`src/rtl/esch_pkg.sv`:
```
package esch_pkg;
  typedef enum logic [3:0] {
    S_IDLE,   // nothing pending
    S_WIN,    // collecting selections
    S_WSUSP,  // suspended before erase start
    S_ABORT,  // reset during collection, draining
    S_PICK,   // scan bitmap for next block
    S_ERASE,  // cell counter running
    S_SLAT,   // suspend latency
    S_SUSP,   // suspended mid-erase
    S_PROT    // all selected blocks protected
  } esch_st_e;
endpackage

```
`src/rtl/esch_pick.sv`:
```
module esch_pick #(
  parameter int N  = 128,
  parameter int AW = 7
) (
  input  logic [N-1:0]  vec,
  output logic          found,
  output logic [AW-1:0] idx
);
  // Lowest set bit wins: scanning downward lets the last hit stand.
  always_comb begin
    found = 1'b0;
    idx   = '0;
    for (int i = N - 1; i >= 0; i--) begin
      if (vec[i]) begin
        found = 1'b1;
        idx   = AW'(i);
      end
    end
  end
endmodule

```
`src/rtl/esch_tick.sv`:
```
module esch_tick #(
  parameter int CW = 8
) (
  input  logic          clk,
  input  logic          rst_n,
  input  logic          clr,
  input  logic          en,
  input  logic [CW-1:0] lim,
  output logic          hit
);
  logic [CW-1:0] cnt;

  always_ff @(posedge clk or negedge rst_n) begin
    if (!rst_n)   cnt <= '0;
    else if (clr) cnt <= '0;
    else if (en)  cnt <= cnt + 1'b1;
  end

  assign hit = en && !clr && (cnt == lim);
endmodule

```
`src/rtl/erase_sched.sv`:
```
module erase_sched
  import esch_pkg::*;
#(
  parameter int NUM_BLK   = 128,
  parameter int SEL_WIN   = 10000,
  parameter int ERASE_CYC = 100000,
  parameter int PROT_CYC  = 20000,
  parameter int SUSP_LAT  = 4000,
  parameter int ABORT_CYC = 2000,
  localparam int AW = (NUM_BLK > 1) ? $clog2(NUM_BLK) : 1
) (
  input  logic               clk,
  input  logic               rst_n,
  input  logic               sel_valid,
  output logic               sel_ready,
  input  logic [AW-1:0]      sel_addr,
  input  logic [NUM_BLK-1:0] protect,
  input  logic               suspend_req,
  input  logic               resume_req,
  input  logic               reset_req,
  input  logic               read_array,
  output logic               busy,
  output logic               erase_tmr,
  output logic               suspended,
  output logic               done_valid,
  output logic [AW-1:0]      done_blk
);
  localparam int T1   = (SEL_WIN > ABORT_CYC) ? SEL_WIN : ABORT_CYC;
  localparam int T2   = (T1 > PROT_CYC) ? T1 : PROT_CYC;
  localparam int T3   = (T2 > SUSP_LAT) ? T2 : SUSP_LAT;
  localparam int TMAX = (T3 > ERASE_CYC) ? T3 : ERASE_CYC;
  localparam int CW   = $clog2(TMAX + 1);

  esch_st_e           st, nx;
  logic [NUM_BLK-1:0] pend;
  logic [AW-1:0]      blk;
  logic               did_erase;

  logic               acc;
  logic               found;
  logic [AW-1:0]      idx;
  logic               clr_p, en_p, p_hit;
  logic [CW-1:0]      lim_p;
  logic               clr_c, en_c, c_hit, c_done;

  assign sel_ready = (st == S_IDLE) || (st == S_WIN);
  assign acc       = sel_valid && sel_ready;

  esch_pick #(.N(NUM_BLK), .AW(AW)) u_pick (
    .vec   (pend & ~protect),
    .found (found),
    .idx   (idx)
  );

  // Shared phase counter: window, abort drain, protect wait, suspend latency.
  esch_tick #(.CW(CW)) u_phase (
    .clk (clk), .rst_n (rst_n), .clr (clr_p), .en (en_p),
    .lim (lim_p), .hit (p_hit)
  );

  // Cell busy model: kept while suspended, cleared per block.
  esch_tick #(.CW(CW)) u_cell (
    .clk (clk), .rst_n (rst_n), .clr (clr_c), .en (en_c),
    .lim (CW'(ERASE_CYC - 1)), .hit (c_hit)
  );

  always_comb begin
    unique case (st)
      S_WIN:   lim_p = CW'(SEL_WIN - 1);
      S_ABORT: lim_p = CW'(ABORT_CYC - 1);
      S_SLAT:  lim_p = CW'(SUSP_LAT - 1);
      default: lim_p = CW'(PROT_CYC - 1);
    endcase
  end

  assign en_p   = (st == S_WIN) || (st == S_ABORT) || (st == S_SLAT) || (st == S_PROT);
  assign en_c   = (st == S_ERASE) && !suspend_req;
  assign clr_c  = (st == S_PICK);
  assign c_done = en_c && c_hit;

  always_comb begin
    nx    = st;
    clr_p = 1'b0;
    unique case (st)
      S_IDLE: if (acc) begin nx = S_WIN; clr_p = 1'b1; end
      S_WIN: begin
        if (reset_req)        begin nx = S_ABORT; clr_p = 1'b1; end
        else if (suspend_req) nx = S_WSUSP;
        else if (acc)         clr_p = 1'b1;
        else if (p_hit)       nx = S_PICK;
      end
      S_WSUSP: if (resume_req && read_array) nx = S_PICK;
      S_ABORT: if (p_hit) nx = S_IDLE;
      S_PICK: begin
        if (found)          nx = S_ERASE;
        else if (did_erase) nx = S_IDLE;
        else begin nx = S_PROT; clr_p = 1'b1; end
      end
      S_ERASE: begin
        if (suspend_req) begin nx = S_SLAT; clr_p = 1'b1; end
        else if (c_hit)  nx = S_PICK;
      end
      S_SLAT:  if (p_hit) nx = S_SUSP;
      S_SUSP:  if (resume_req && read_array) nx = S_ERASE;
      S_PROT:  if (p_hit) nx = S_IDLE;
      default: nx = S_IDLE;
    endcase
  end

  always_ff @(posedge clk or negedge rst_n) begin
    if (!rst_n) begin
      st         <= S_IDLE;
      pend       <= '0;
      blk        <= '0;
      did_erase  <= 1'b0;
      done_valid <= 1'b0;
      done_blk   <= '0;
    end else begin
      st         <= nx;
      done_valid <= c_done;
      if (acc) pend[sel_addr] <= 1'b1;
      if (c_done) begin
        done_blk   <= blk;
        pend[blk]  <= 1'b0;
        did_erase  <= 1'b1;
      end
      if (st == S_PICK && found) blk <= idx;
      if (nx == S_IDLE) begin
        pend      <= '0;
        did_erase <= 1'b0;
      end
    end
  end

  assign busy      = (st == S_WIN) || (st == S_ABORT) || (st == S_PICK) ||
                     (st == S_ERASE) || (st == S_SLAT) || (st == S_PROT);
  assign erase_tmr = (st == S_PICK) || (st == S_ERASE) || (st == S_SLAT) ||
                     (st == S_SUSP) || (st == S_PROT);
  assign suspended = (st == S_WSUSP) || (st == S_SUSP);
endmodule

```
`config.mk`:
```
export PLATFORM = sky130hd
export DESIGN_NAME = erase_sched
export DESIGN_NICKNAME = d
export VERILOG_FILES = /design/src/rtl/esch_pkg.sv /design/src/rtl/esch_pick.sv /design/src/rtl/esch_tick.sv /design/src/rtl/erase_sched.sv
export SDC_FILE = /design/constraint.sdc
export NUM_CORES = 1
export LEC_CHECK = 0
export BUFFER_PORTS_ARGS = -buffer_cell sky130_fd_sc_hd__buf_2
export CORE_UTILIZATION = 59
export CTS_CLUSTER_SIZE = 14
export DETAILED_ROUTE_END_ITERATION = 16
export HOLD_SLACK_MARGIN = 0.12
export PLACE_DENSITY_LB_ADDON = 0.3
export RECOVER_POWER = 25
export SETUP_SLACK_MARGIN = 0.1
export SLEW_MARGIN = 20
export SYNTH_ARGS = -nofsm -noshare
export SYNTH_HDL_FRONTEND = slang
export SYNTH_HIERARCHICAL = 1
export SYNTH_SLANG_ARGS = --single-unit
```
`constraint.sdc`:
```
create_clock -name clk -period 6 [get_ports clk]
set_input_delay 1.2 -clock clk [delete_from_list [all_inputs] [get_ports clk]]
set_output_delay 1.2 -clock clk [all_outputs]
set_load 0.05 [all_outputs]
```
==> results by group <==
Outcome
  • Status: finished with violations
  • Violated checks: max-capacitance violations, max-slew violations

Floorplanning
  • Initial Utilization: 0.608
  • Die Y: 145 um
  • I/O Pins: 154
  • Die width: ~140 um
  • Core area: a little under 20000 um2
  • Row count: between 50 and 60
  • DIE AREA: about 21000 um2

Placed design
  • Routability-driven placement congestion ratio: about 1
  • PortBufs: 153
  • Placed cell count: 1800
  • Detailed-placement wirelength estimate: 26.4 mm

Timing
  • Clock skew: between 9 and 10 ps
  • Final setup violation count: 0
  • Slew HR: -2.01
  • Max Clk Rate: around 0.19 GHz
  • Slew Limit Fails: 81
  • RSZ-0062 raised after global routing: false
  • Final period utilization: 0.883
  • Hold Vio Cnt, Final: 0
  • Final Critical Period: about 5300 ps
  • Setup_tns: 0 ps
  • Measured slew at the worst slew-check pin: about 4500 ps

Clock tree
  • CTS H-Tree Depth: 4
  • Clk slew on worst S/H paths: ~70 ps
  • Clock root cell: clkbuf_16
  • Max Root-Sink Buffers: 2
  • Post-CTS sizing: 0
  • Post-CTS Setup Inserts: 0
  • CTS buffer count: 17
  • Clock latency at the later pin of the worst-skew pair: 440 ps
  • TritonCTS clock tree: yes
  • Clock sink total: roughly 180
  • CTS Hold Bufs: 0

Min path
  • Worst Hold Depth: 2
  • HP Start: done_blk[6]
  • Hold WC Path Type: register to register

Critical path
  • Critical path origin: protect[120]
  • Crit start category: input pin
  • Critical Setup Path Class: input pin to register
  • CP Capture Type: register
  • Crit path required time: roughly 6300 ps
  • Cells on worst reg2reg path: 17
  • R2r startpoint: pend[124]
  • Crit path max fanout: ~130
  • CP Data Arrival Time: between 5000 and 6000 ps

Flow run
  • Max-cap violations: 1

Cells and area
  • Storage element area: approximately 4600 um2
  • Commonest non-fill, non-tap cell in the layout: dfrtp_1
  • Synthesis-to-finish area growth: 12.4%
  • Filler cells: 1607
  • Area of the multi-input gates: about 7000 um2
  • Final Util: 0.684
  • Non-filler cells, final: 1836
  • Nets: between 1500 and 2000
  • Layout cells sized above 1: 0.153
  • Most frequent cells in the layout: dfrtp_1, a21oi_1, nor2b_1

Detailed routing
  • Vias: approximately 12000
  • Vias/cell: between 6 and 7
  • Pre-antenna DRT Iters: 6
  • Drt wl/cell: between 20 and 25 um
  • DRC viols: 0
  • WL final: roughly 39 mm
  • Final antenna-violating net count: 0
  • Number of DRC markers in iteration 0: ~1400

Global routing
  • Overflow after GRT: 0
  • Global-route wire length before repair: roughly 60 mm
  • Number of global-route vias before repair: 11200
  • Tot GR Track Use: 0.382
  • Pin count of the biggest net entering global routing: between 100 and 150
  • Initial antenna violation count: 6

Synthesis
  • Seq cells post-synth: about 180
  • Number of flops mapped to enable cells by yosys: 0
  • Post-Synthesis Cells: between 1000 and 1500
  • Ys flop type: dfrtp_1
  • Cell area after synthesis: about 12000 um2
  • Syn avg cell area: between 8 and 9 um2
  • Library cells used by synthesis: slightly below 90
  • Sequential fraction of the synthesis area: 0.380
  • FFs w/ async S/R, synth: 1.00
  • Synth warn: 6

Power
  • Pwr/cell area: 338 nW/um2
  • Power consumption: between 4 and 5 mW
  • Leakage power: between 6 and 7 nW
  • Peak VDD IR: about 0.59 mV
[stage by stage]
| step | area, um2 | hold slack (ps) | worst slack [ps] |
|---|---|---|---|
| final | 13500 | 476 | 701 |
| after detailed placement | 12900 | 471 | 361 |
| after CTS | 13500 | 485 | 816 |
| after global placement | 12900 | 457 | 548 |
| after global routing | 13500 | 499 | 256 |
| after floorplan | 12100 | 506 | 1000 |
[final timing paths]
path / endpoint / slack, ps
max in group asynchronous: pend[60] / 1070
min: done_blk[6] / 480
max reg2reg: pend[77] / 1060
min in group asynchronous: u_cell/cnt[11] / 2330
min reg2reg: done_blk[6] / 480
max: pend[77] / 700
[state kept, by name (all words and copies together), names as in the netlist]
name,count
blk,7
did_erase,1
done_blk,7
done_valid,1
pend,128
st,4
u_cell/cnt,17
u_phase/cnt,17
[power breakdown]
part / switching [mW] / internal (mW)
clock: 0.486 / 0.580
sequential: 0.179 / 1.31
combinational: 1.44 / 0.565
total: 2.10 / 2.46
[per-layer routing]
layer,track usage,vias up,share of wire
met1,0.512,5633,0.38
met2,0.579,836,0.45
met5,0,-,0
met4,0.194,0,0.044
li1,-,5368,-
met3,0.0877,157,0.12
[cell type report]
class | instances | share of cell area
multi-input cells | 1154 | 0.521
flip-flops and latches | 182 | 0.338
repair buffers | 165 | 0.0662
clock buffers | 23 | 0.0340
well taps | 265 | 0.0246
inverters | 34 | 0.00947
clock inverters | 7 | 0.00557
diodes | 6 | 0.00111
[critical path, cell delays in order]
cell	delay [ps]
buf_2	90
nor2b_1	70
or4_4	550
nor2_1	130
nand3_1	150
or3_1	410
nor3_1	270
nand4_1	270
nor3_1	260
a21oi_1	80
o311ai_2	260
nand4b_1	160
nor4_1	120
a211oi_1	320
o311ai_2	180
a2111oi_4	290
buf_12	480
a21oi_1	160
[cells by family after synthesis]
family,after synthesis,share of synthesized area
other cells,2,0.000626
simple gates,583,0.277
mux,12,0.0111
compound gates,469,0.241
flops,182,0.380
fa+ha+maj,2,0.00209
buf+inv,119,0.0447
xor+xnor,61,0.0446
[Yosys cell counts (4+ instances only)]
cell	number	area (um2)
a21o_1	78	586
nand3_1	29	145
nor4_2	6	75.1
buf_4	7	52.6
nor3b_1	5	37.5
nand2_1	77	289
xor2_1	17	149
o211ai_1	6	45.0
nor2b_1	154	963
o21ai_1	14	70.1
nor4_1	37	231
nand2b_1	8	50.1
and2_1	6	37.5
mux2_2	9	101
and3_1	5	31.3
nand4_4	4	85.1
inv_1	33	124
and2_0	9	56.3
a31oi_1	6	37.5
buf_2	32	160
a31o_2	8	70.1
nor4bb_1	6	60.1
a2111oi_0	5	43.8
o21ai_0	80	400
o22ai_1	37	231
a41o_1	6	60.1
buf_1	5	18.8
o41ai_1	4	35.0
nor3_1	33	165
nor4b_1	6	52.6
nand4_1	18	113
xnor2_1	44	385
and4b_1	5	50.1
o31ai_1	10	75.1
or3_1	10	62.6
dfrtp_1	182	4550
a21oi_1	181	906
clkbuf_1	38	143
nor2_1	136	510
Note: power is estimated with default switching activity, not from simulation.
